===== config.mk =====
export PLATFORM = sky130hd
export DESIGN_NAME = quad_port_calc
export DESIGN_NICKNAME = d
export VERILOG_FILES = /design/src/rtl/quad_port_calc.sv
export SDC_FILE = /design/constraint.sdc
export NUM_CORES = 1
export LEC_CHECK = 0
export BUFFER_PORTS_ARGS = -buffer_cell sky130_fd_sc_hd__buf_2
export CAP_MARGIN = 20
export CELL_PAD_IN_SITES_DETAIL_PLACEMENT = 0
export CELL_PAD_IN_SITES_GLOBAL_PLACEMENT = 2
export CORE_UTILIZATION = 36
export CTS_BUF_LIST = sky130_fd_sc_hd__clkbuf_2
export DETAILED_ROUTE_END_ITERATION = 6
export GPL_TIMING_DRIVEN = 0
export PLACE_DENSITY = 0.86
export SKIP_CTS_REPAIR_TIMING = 1
export SLEW_MARGIN = 40
export SYNTH_ARGS = -nofsm -noshare
export SYNTH_HDL_FRONTEND = slang
export SYNTH_SLANG_ARGS = --single-unit

===== constraint.sdc =====
create_clock -name clk -period 5.6 [get_ports clk]
set_input_delay 1.12 -clock clk [delete_from_list [all_inputs] [get_ports clk]]
set_output_delay 1.12 -clock clk [all_outputs]
set_load 0.005 [all_outputs]

===== src/rtl/quad_port_calc.sv =====
module quad_port_calc #(
  parameter int DW = 32
) (
  input  logic          clk,
  input  logic          rst,
  input  logic [3:0]    cmd0_i,
  input  logic [3:0]    cmd1_i,
  input  logic [3:0]    cmd2_i,
  input  logic [3:0]    cmd3_i,
  input  logic [DW-1:0] opnd0_i,
  input  logic [DW-1:0] opnd1_i,
  input  logic [DW-1:0] opnd2_i,
  input  logic [DW-1:0] opnd3_i,
  output logic [1:0]    rsp0_o,
  output logic [1:0]    rsp1_o,
  output logic [1:0]    rsp2_o,
  output logic [1:0]    rsp3_o,
  output logic [DW-1:0] res0_o,
  output logic [DW-1:0] res1_o,
  output logic [DW-1:0] res2_o,
  output logic [DW-1:0] res3_o
);
  localparam int NP = 4;
  localparam int SW = $clog2(DW);

  typedef enum logic [1:0] {S_IDLE, S_OP2, S_RDY} st_t;

  logic [3:0]    cmd_in [NP];
  logic [DW-1:0] opd_in [NP];
  st_t           st     [NP];
  logic [3:0]    pc     [NP];
  logic [DW-1:0] pa     [NP];
  logic [DW-1:0] pb     [NP];
  logic [1:0]    rsp_q  [NP];
  logic [DW-1:0] res_q  [NP];
  logic [NP-1:0] rdy;
  logic [1:0]    last, gidx;
  logic          gval;

  assign cmd_in[0] = cmd0_i;  assign opd_in[0] = opnd0_i;
  assign cmd_in[1] = cmd1_i;  assign opd_in[1] = opnd1_i;
  assign cmd_in[2] = cmd2_i;  assign opd_in[2] = opnd2_i;
  assign cmd_in[3] = cmd3_i;  assign opd_in[3] = opnd3_i;

  assign rsp0_o = rsp_q[0];  assign res0_o = res_q[0];
  assign rsp1_o = rsp_q[1];  assign res1_o = res_q[1];
  assign rsp2_o = rsp_q[2];  assign res2_o = res_q[2];
  assign rsp3_o = rsp_q[3];  assign res3_o = res_q[3];

  always_comb begin
    gval = 1'b0;
    gidx = last;
    for (int k = 1; k <= NP; k++) begin
      logic [1:0] idx;
      idx = last + 2'(k);
      if (!gval && rdy[idx]) begin
        gval = 1'b1;
        gidx = idx;
      end
    end
  end

  logic [3:0]    xc;
  logic [DW-1:0] xa, xb, xr;
  logic [DW:0]   sum, diff;
  logic [1:0]    xs;

  assign xc   = pc[gidx];
  assign xa   = pa[gidx];
  assign xb   = pb[gidx];
  assign sum  = {1'b0, xa} + {1'b0, xb};
  assign diff = {1'b0, xa} - {1'b0, xb};

  always_comb begin
    case (xc)
      4'd1:    begin xr = sum[DW-1:0];        xs = sum[DW]  ? 2'd2 : 2'd1; end
      4'd2:    begin xr = diff[DW-1:0];       xs = diff[DW] ? 2'd2 : 2'd1; end
      4'd5:    begin xr = xa << xb[SW-1:0];   xs = 2'd1; end
      4'd6:    begin xr = xa >> xb[SW-1:0];   xs = 2'd1; end
      default: begin xr = '0;                 xs = 2'd3; end
    endcase
  end

  always_ff @(posedge clk) begin
    if (rst) last <= 2'(NP - 1);
    else if (gval) last <= gidx;
  end

  for (genvar i = 0; i < NP; i++) begin : g_port
    assign rdy[i] = (st[i] == S_RDY);

    always_ff @(posedge clk) begin
      if (rst) begin
        st[i]    <= S_IDLE;
        pc[i]    <= '0;
        pa[i]    <= '0;
        pb[i]    <= '0;
        rsp_q[i] <= '0;
        res_q[i] <= '0;
      end else begin
        rsp_q[i] <= '0;
        res_q[i] <= '0;
        case (st[i])
          S_IDLE: if (cmd_in[i] != 4'd0) begin
            pc[i] <= cmd_in[i];
            pa[i] <= opd_in[i];
            st[i] <= S_OP2;
          end
          S_OP2: begin
            pb[i] <= opd_in[i];
            st[i] <= S_RDY;
          end
          S_RDY: if (gval && gidx == 2'(i)) begin
            st[i]    <= S_IDLE;
            rsp_q[i] <= xs;
            res_q[i] <= xr;
          end
          default: st[i] <= S_IDLE;
        endcase
      end
    end

    a_r8_single_pulse: assert property (@(posedge clk) disable iff (rst)
      (rsp_q[i] != 2'd0) |=> (rsp_q[i] == 2'd0));
    a_r8_quiet_data: assert property (@(posedge clk) disable iff (rst)
      (rsp_q[i] == 2'd0) |-> (res_q[i] == '0));
    a_r9_own_cmd: assert property (@(posedge clk) disable iff (rst)
      (rsp_q[i] != 2'd0) |-> $past(st[i] == S_RDY));
    a_r6_invalid_nodata: assert property (@(posedge clk) disable iff (rst)
      (rsp_q[i] == 2'd3) |-> (res_q[i] == '0));
    a_r11_hold_op: assert property (@(posedge clk) disable iff (rst)
      (st[i] == S_RDY && !(gval && gidx == 2'(i))) |=> (st[i] == S_RDY && $stable(pc[i])));
  end

  a_r10_one_resp: assert property (@(posedge clk) disable iff (rst)
    $countones({rsp_q[0] != 2'd0, rsp_q[1] != 2'd0, rsp_q[2] != 2'd0, rsp_q[3] != 2'd0}) <= 1);
  a_r12_reset_idle: assert property (@(posedge clk) disable iff (rst)
    $past(rst) |-> (rsp_q[0] == 2'd0 && rsp_q[1] == 2'd0 && rsp_q[2] == 2'd0 && rsp_q[3] == 2'd0));
endmodule


======== Yosys cells after proc, flatten, opt, wreduce, memory -nomap -nowiden ========
Memories as Yosys holds them, arrays and structs flattened.
Cells that the tools add are included.
operators by class
  add/sub/neg operators ................... 5
  order comparisons ....................... 4
  equal/unequal tests ..................... 15
  shifts and indexed selects .............. 2
  muxes and demuxes ....................... 123
  bitwise gates (word level) .............. 44
  reduce and logical (&&, ||, !) cells .... 24
operators with widths
  operator               number
  $mux W32               16
  $pmux W32 S4           1
  $mux W1                67
  $mux W2                30
  $or A1 B1 Y1           44
  $add A32 B32 Y33       1
  $sub A32 B32 Y33       1
  $shl A32 B5 Y32        1
  $shr A32 B5 Y32        1
  $mux W4                4
  $reduce_bool A4 Y1     4
  $eq A2 B2 Y1 const B   6
  $lt A2 B3 Y1 const B   4
  $reduce_or A3 Y1       4
  $eq A2 B1 Y1 const B   5
  $logic_not A2 Y1       5
  $bmux W1 S2            4
  $eq A4 B3 Y1 const B   2
  $logic_and A1 B1 Y1    7
  $pmux W2 S3            1
  $add A2 B2 Y2 const B  2
  $eq A4 B1 Y1 const B   1
  $eq A4 B2 Y1 const B   1
  $logic_not A1 Y1       3
  2 further kinds        2
storage, ports and cells
  register bits after elaboration ......... 2
  RAM bits ................................ 416
  memories ................................ 6
memories
  memory  words  width  read ports  clocked after memory_dff  write ports  line  RTL
  pa      4      32     1           0                         4            32    logic [DW-1:0] pa [NP];
  pb      4      32     1           0                         4            33    logic [DW-1:0] pb [NP];
  res_q   4      32     4           0                         4            35    logic [DW-1:0] res_q [NP];
  pc      4      4      1           0                         4            31    logic [3:0] pc [NP];
  rsp_q   4      2      4           0                         4            34    logic [1:0] rsp_q [NP];
  st      4      2      4           0                         4            30    st_t st [NP];

======== Longest topological paths before layout ========
Gate-level depths: netlist (run 1).
  word-level depth ........................ 21
  depth in mapped cells ................... 24
  gate-level depth less buffers ........... 20

======== Worst setup path after synthesis (run 1) ========
No wires, ideal clock.
  path type ............................... register to register
  from .................................... memory st[1][1] (netlist bit)
  to ...................................... memory res_q[2][23] (data pin)
  setup time .............................. 255 ps
  data arrival time ....................... 5,633 ps
  required time ........................... 5,345 ps
  path slack .............................. -287 ps
  stages on the path, launching flop included .. 22
  path buffers ............................ 4
  path through ............................ edfxtp_1 nor2b_1 o21ai_0 a31oi_1 nor2_2 clkbuf_1 clkbuf_1 clkbuf_1 mux2i_1 mux2i_1 ha_1 clkbuf_1 or4_1 or3_1 nor2_1 o211ai_1 o211ai_1 a21boi_0 a221o_1 a22o_1 a211o_1 and2_1
RTL lines
  element          line
  start, declared  30
  end, declared    35

==> results of run 1 <==
[worst max-delay path: stages, from the launching register on]
cell and delay [ns]:
edfxtp_1 0.50, or3b_1 0.42, a21o_1 0.17, buf_6 0.14
o211a_1 0.12, buf_6 0.14, buf_8 0.15, buf_12 0.15
buf_16 0.16, mux2i_4 0.32, ha_4 0.28, or4_4 0.55
or3_4 0.36, nor2_4 0.09, o211ai_1 0.12, o211ai_1 0.18
buf_4 0.20, o22ai_1 0.07, o21ai_0 0.69, and4b_1 0.42
nor2_1 0.06
[layer usage]
metal / track usage (%) / vias up
met3: 4.318 / 231
met5: 0 / -
li1: - / 9397
met1: 40.18 / 10380
met4: 17.19 / 0
met2: 49.76 / 1085
[through the flow]
stage	hold WS, ns	TNS [ns]	setup slack, ns	cells
2_1_floorplan	0.6217	0	0.02951	2311
3_3_place_gp	0.6475	-266.35	-3.052	3455
3_5_place_dp	0.6505	-235.55	-2.888	3465
4_1_cts	0.08191	-229.45	-2.856	3644
5_1_grt	0.1496	-0.9024	-0.1605	3714
6_report	0.1987	0	0.008416	3715
[flip-flops by register name, indices dropped and copies added (netlist names)]
signal  count
pa        128
rsp_q       8
pb        128
last        2
pc         16
res_q     128
st          8
[cells by family (layout without fill, tap and decap cells)]
family	Yosys count	count (layout)	synth area share, %
xor gates and xnor gates	11	11	0.4024
adders and majority gates	67	67	3.564
buffers and inverters	256	792	4.405
muxes	273	274	11.77
DFF	418	418	48.07
other	1	37	0.01566
and+or+nand+nor	781	781	17.56
AOI/OAI and AO/OA	471	471	14.21
[placed cells by master (no fill, tap or decap), types with 17 or more instances in the layout]
cell type and count:
a211oi_1 17, mux2i_2 18, nor2b_1 43, inv_1 105, nand3_1 20, dfxtp_1 104
o221ai_1 26, nand2_1 88, mux2_2 21, a21oi_1 76, ha_1 45, mux2i_1 204
o211ai_1 19, clkbuf_2 167, nor2_1 172, o22ai_1 40, and2_1 313, o2111ai_1 34
clkbuf_1 48, o21ai_0 36, buf_4 86, edfxtp_1 314, conb_1 34, buf_2 294
buf_12 24, nor3_1 36
[cell type report]
class	count	area (µm²)	area share (%)
antenna	3	7.507	0.02511
timing repair buffer	376	2295	7.676
tap	864	1081	3.616
multi-input combinational	1638	12690	42.46
inverter	112	430.4	1.440
clock inverter	28	163.9	0.5483
clock buffer	151	755.7	2.528
buffer	125	957.2	3.202
sequential	418	11510	38.50
[worst paths after layout]
kind / from / endpoint / slack, ns / cells past startpoint
max: st[1][0] / res_q[2][21] / 0.008 / 20
min: opnd2_i[31] / pa[2][31] / 0.20 / 2
max reg2reg: st[1][0] / res_q[2][21] / 0.008 / 20
min reg2reg: st[0][0] / st[0][0] / 0.74 / 2
==> flow_summary.toml, run 1 <==
[run_status]
status = "finished, final reports clean"

[placed_design]
gp_congestion = 0.9820
dp_hpwl_um = 82310
dpl_cell_area_um2 = 26930
port_buffers = 280

[logic_synthesis]
synth_cell_type_count = 94
yosys_warnings = 0
ys_top_cells_by_area = "edfxtp_1, mux2i_1, dfxtp_1, and2_1, ha_1"
syn_avg_cell_area_um2 = 10.51
async_flop_share_pct = 0
synth_top_cells_by_count = "and2_1, edfxtp_1, mux2i_1"
ys_seq_elements = 418
yosysSeqAreaShare_pct = 48.07
yosysTopAreaCellShare_pct = 39.38
ys.flop_type = "edfxtp_1"
synth_area_um2 = 23940
synth_edf_count = 314
synth_cells = 2278
yosys.area.top_type = "edfxtp_1"

[cells_and_area]
area_growth_pct = 24.86
n_fill_cell = 6274
fin_nets = 2987
fin_util_pct = 45.47
drive_gt1_share_pct = 29.39
stdcell_area_um2 = 29900

[clock_network]
cts_tree = "built"
clockBufferDepth = 3
clkTransAtPathRegs_ns = 0.12
cts.sinks = 418
cts_buffers = 103
clock-root-buffer = "clkbuf_2"
clock_latency_ns = 1.19
htreeDepth = 3

[die]
die_w_um = 259.9
fp.dieArea_um2 = 67550
coreArea_um2 = 65750
ios = 282
rows = 94
start_util_pct = 36.42
die_h_um = 259.9

[detailed_routing]
routed_wl_um = 107500
route.detailed.drc = 0
routed-wl-met2_um = 49830
dr.pass1.iters = 5
vias_per_cell = 5.678
drt_iter0_markers = 2129
antenna_left = 0
post_drt_wl_per_cell_um = 28.94
met3_length_um = 7772
vias = 21090
highest_layer = "met4"
met1_length_um = 44200

[sta]
grt_setup_unrepaired = "yes"
fin_worst_skew_ns = 0.1239
max_freq_mhz = 178.8
tightestPinTransition_ns = 0.9489
maxSlewHeadroom_pct = 36.74
fin_crit_sh_pct = 99.85
drv_slew = 0
layout_min_cycle_time_ns = 5.592
setup_viol_count_final = 0
final_hold_viol_count = 0

[critical_path]
worstPathArrival_ns = 6.47
cp-end-kind = "flop"
worstPathMaxFanout = 10
criticalPathCategory = "reg2reg"
start_kind = "flop"
required_ns = 6.48

[global_routing]
grt_pass1_wl_um = 148300
overflow = 0
grt_pass1_vias = 20580
grt.total_usage_pct = 31.00
grt_max_degree = 31
antenna_found_initial = 3

[min_path]
min_path_type = "in2reg"

[job]
cap_violations = 0
Power of run 1 is not shown: default switching activity piles up to over one toggle a cycle in this logic, so the estimate is an artifact.
==> run 2, diff against run 1 <==
Clock period 5.6 ns to 5.12 ns, I/O delays scaled along.
==> run 2 against run 1 <==
The run now ends with design-rule violations, negative setup slack left. Fmax rose by 1.1%. Critical path depth rose by 4. Routed wire length fell by 3.3%. Sequential share of layout area fell by 1.9 points. Register-to-register slack got worse by 0.42 ns. Flip-flop and latch count did not move. Setup slack got worse by 0.42 ns. Global-route usage fell by 1.5 points.
==> flow_summary.toml, run 2 (same netlist as run 1, synthesis figures left out) <==
[run_status]
status = "complete, but fails checks"
violations = "design-rule violations, negative setup slack"

[global_routing]
grtUsageMet2_pct = 48.27
grt_max_degree = 31
grt_pass1_wl_um = 142800
grt.total_usage_pct = 29.52
antenna_found_initial = 3
grt_use_met3_pct = 4.201
overflow = 0
grt_pass1_vias = 20540
use_met1_pct = 37.86
grt-busiest-layer = "met2"

[sta]
hold_slack_ns = 0.1075
final_hold_viol_count = 0
tightestPinTransition_ns = 0.9072
fin_worst_skew_ns = 0.1597
drv_slew = 0
maxSlewHeadroom_pct = 39.02
setup_viol_count_final = 51
fin_crit_sh_pct = 108.1
max_freq_mhz = 180.8
grt_setup_unrepaired = "yes"
setup_slack_ns = -0.4124
layout_min_cycle_time_ns = 5.532

[die]
rows = 94
die_w_um = 259.9
fp.dieArea_um2 = 67550
die_h_um = 259.9
coreArea_um2 = 65750
start_util_pct = 36.42
ios = 282

[detailed_routing]
routed_wl_um = 104000
post_drt_wl_per_cell_um = 27.25
route.detailed.drc = 16
vias = 21600
vias_per_cell = 5.661
drt_iter0_markers = 2092
dr.pass1.iters = 7
antenna_left = 0

[critical_path]
required_ns = 6.13
slowest_delay_ns = 0.52
crit_top_cell = "buf_4"
path_cells = "buf_4 > nor2b_4 > o21ai_2 > a31oi_4 > nor2_4 > buf_12 > buf_12 > clkbuf_8 > mux2i_2 > mux2i_4 > ha_4 > or4_4 > or3_4 > nor2_4 > o211ai_1 > o211ai_1 > buf_4 > nand3b_1 > nand3_1 > o221ai_2 > a211o_4 > a211oi_4 > buf_4 > nor2_2"
cp-end-kind = "flop"
start_kind = "flop"
worstPathMaxFanout = 10
criticalPathCategory = "reg2reg"
slowest_stage = "or4_4"
worstPathArrival_ns = 6.55

[clock_network]
clkTransAtPathRegs_ns = 0.11
clock_latency_ns = 1.22
htreeDepth = 3
cts.sinks = 418
cts_buffers = 105
clockBufferDepth = 3
cts_tree = "built"
clock-root-buffer = "clkbuf_2"

[placed_design]
gp_congestion = 0.9748
port_buffers = 280
dp_worst_setup_slack_ns = -2.246
placed_cells = 3466
dp_hpwl_um = 78730

[cells_and_area]
area_growth_pct = 31.46
fin_util_pct = 47.88
stdcell_count = 3815
mostFrequentLayoutCells = "edfxtp_1, and2_1, buf_2"
fin_nets = 3083
reg_top3 = "pa: 128 flops, pb: 128 flops, res_q: 128 flops"
drive_gt1_share_pct = 34.50
final_common_cell = "edfxtp_1"

[job]
cap_violations = 0

[min_path]
min_path_type = "in2reg"
-- run 2: cell count changes in the layout (fill, tap and decap cells not counted), sizes merged --
cell / delta
buf: +99
clkinv: +16
clkbuf: -11
inv: -5
clkinvlp: +2
bufinv: -1
-- run 2: final timing paths --
path	cells past startpoint	to	slack [ns]	from
max	24	res_q[1][31]	-0.41	st[1][0]
min	2	pb[1][22]	0.11	opnd1_i[22]
max reg2reg	24	res_q[1][31]	-0.41	st[1][0]
min reg2reg	2	st[0][0]	0.72	st[0][0]
-- run 2: layer usage --
| layer | vias up | share of wire, % |
|---|---|---|
| li1 | 9590 | - |
| met1 | 10570 | 41 |
| met2 | 1175 | 47 |
| met3 | 260 | 7.1 |
| met4 | 0 | 5.7 |
| met5 | - | 0 |
-- run 2: layout make-up --
cell class / count / area [µm²]
flip-flops and latches: 418 / 11510
well taps: 864 / 1081
clock inverters: 40 / 186.4
fillers: 6017 / 34270
repair buffers: 467 / 3014
inverters: 112 / 447.9
diodes: 3 / 7.507
multi-input cells: 1638 / 13360
clock buffers: 145 / 725.7
plain buffers: 128 / 1146
-- run 2: through the flow --
step / setup TNS (ns) / instance area [µm²]
after detailed placement: -195.51 / 27050
after floorplan: -0.01973 / 24210
after global placement: -199.90 / 26690
final: -9.495 / 31480
after CTS: -197.08 / 27960
after global routing: -18.10 / 31480
-- run 2: worst max-delay path, delay by kind of cell (launching register included) --
family / cells / cell delay [ns]
AO/OA/AOI/OAI: 7 / 1.59
buffers and inverters: 6 / 1.09
AND/OR/NAND/NOR: 8 / 1.49
multiplexers: 2 / 0.49
adder cells (fa/ha/maj): 1 / 0.27
flip-flops: 1 / 0.44
Power of run 2 is left out for the same reason.
==> run 3, diff against run 2 <==
Settings changed: CAP_MARGIN 20 to 10, GPL_TIMING_DRIVEN 0 to not set, RECOVER_POWER set to 100.
==> run 3 against run 2 <==
The flow finishes with violations (max-capacitance violations, max-slew violations, negative setup slack). Clock skew is 0.057 ns lower. Non-clock buffer count rose by 118. Critical endpoint is now res_q[2][23]. Final cell count rose by 3.3%. Fmax increased by 6.6%.
==> flow_summary.toml, run 3 (same netlist as run 1, synthesis figures left out) <==
[cells_and_area]
final_common_cell = "buf_4"
multi_input_area_um2 = 12570
area.sequential_um2 = 11510
n_fill_cell = 6288
fin_nets = 3200
reg_top3 = "pa: 128 flops, pb: 128 flops, res_q: 128 flops"
area_growth_pct = 30.45
mostFrequentLayoutCells = "buf_4, edfxtp_1, mux2i_1"
drive_gt1_share_pct = 31.60
fin_util_pct = 47.51

[min_path]
min_path_type = "in2reg"
hold_depth = 2
whs_endpoint = "pa[1][21]"
hold_start = "opnd1_i[21]"

[clock_network]
htreeDepth = 3
clock_latency_ns = 1.22
clkTransAtPathRegs_ns = 0.10
cts_tree = "built"
clock-root-buffer = "clkbuf_2"
cts.sinks = 418
clockBufferDepth = 3
cts_buffers = 105

[detailed_routing]
vias = 21650
dr.pass1.iters = 7
route.detailed.drc = 0
antenna_left = 0
vias_per_cell = 5.491
drt_iter0_markers = 1712
routed_wl_um = 100900
post_drt_wl_per_cell_um = 25.60

[global_routing]
grt_max_degree = 51
grt_pass1_vias = 21340
antenna_found_initial = 6
grt.total_usage_pct = 28.97
overflow = 0
grt_pass1_wl_um = 143000

[critical_path]
crit_cells = 22
slowest_stage = "or4_4"
crit_top_cell = "buf_4"
required_ns = 6.01
cp_top_family = "simple AND/OR/NAND/NOR gates"
reg2reg_slack_ns = -0.07
worstReg2RegEnd = "res_q[2][23]"
slowest_delay_ns = 0.53
crit_buf_inv = 6
worstPathArrival_ns = 6.08
path_cells = "nand2b_1 > or3_4 > buf_4 > o211ai_4 > buf_6 > buf_4 > clkbuf_16 > mux2i_1 > mux2_4 > inv_2 > ha_4 > or4_4 > or3_4 > nor2_2 > o211ai_1 > o211ai_1 > buf_4 > a21boi_2 > a221o_1 > a22o_1 > a211o_1 > and2_4"
start_kind = "flop"
worstPathMaxFanout = 12
ff2ff_path_depth = 22
criticalPathCategory = "reg2reg"
cp-end-kind = "flop"
r2r_start = "st[3][0]"

[sta]
setup_viol_count_final = 4
fin_worst_skew_ns = 0.1027
fin_crit_sh_pct = 101.3
layout_min_cycle_time_ns = 5.189
tightestPinTransition_ns = 2.922
setup_slack_ns = -0.06908
drv_slew = 351
final_hold_viol_count = 0
maxSlewHeadroom_pct = -94.80
max_freq_mhz = 192.7
grt_setup_unrepaired = "yes"

[die]
ios = 282
coreArea_um2 = 65750
start_util_pct = 36.42
die_h_um = 259.9
die_w_um = 259.9
fp.dieArea_um2 = 67550
rows = 94

[placed_design]
port_buffers = 281
dp_hpwl_um = 76870
gp_congestion = 1.028

[run_status]
violations = "max-capacitance violations, max-slew violations, negative setup slack"
status = "complete, but fails checks"

[job]
cap_violations = 10
[run 3: cell types whose count changed in the layout (fill, tap and decap cells not counted), moves of 17 or more]
cell	previous run	this run
and2_0	0	167
and2_1	304	143
buf_12	34	13
buf_2	296	171
buf_4	166	377
clkbuf_1	48	132
mux2i_4	24	7
[run 3: worst register-to-register path: cells and delay by family, from the launching register on]
kind | cells | cell delay, ns
simple gates | 6 | 1.74
mux | 2 | 0.40
fa+ha+maj | 1 | 0.20
compound gates | 7 | 1.28
buf+inv | 6 | 0.91
flops | 1 | 0.40
[run 3: worst max-delay path by stage]
stage / from / slack (ns) / end
after CTS: st[1][0] / -0.89 / res_q[2][26]
after global placement: st[1][0] / -0.88 / res_q[2][26]
after floorplan: st[1][1] / -0.02 / res_q[2][23]
after global routing: st[3][0] / -0.22 / res_q[2][31]
after detailed placement: st[3][0] / -0.83 / res_q[2][26]
final: st[3][0] / -0.07 / res_q[2][23]
[run 3: per-layer routing]
layer  vias up  global-route usage (%)  wire, µm
met3       207                   3.850      6401
li1       9830                       -         -
met1     10620                   36.87     41270
met4         2                   11.63      4120
met2       986                   49.44     49100
met5         -                       0        13
[run 3: area by class of cell]
type / instances / share of cell area (%)
well taps: 864 / 3.461
clock buffers: 152 / 2.435
flip-flops and latches: 418 / 36.86
clock inverters: 41 / 0.5808
inverters: 112 / 1.346
diodes: 5 / 0.04006
multi-input cells: 1637 / 40.25
repair buffers: 713 / 15.03
[run 3: through the flow]
stage	area (µm²)	instances	hold WS, ns	TNS (ns)	setup slack, ns
after global routing	31230	3941	0.03224	-4.308	-0.2197
after detailed placement	29320	3712	0.7262	-18.73	-0.8334
after floorplan	24210	2311	0.6217	-0.01973	-0.01973
after global placement	29110	3703	0.7088	-19.52	-0.8811
final	31240	3942	0.09670	-0.1211	-0.06908
after CTS	30260	3905	-0.05130	-21.38	-0.8877
Power of run 3 is left out for the same reason.
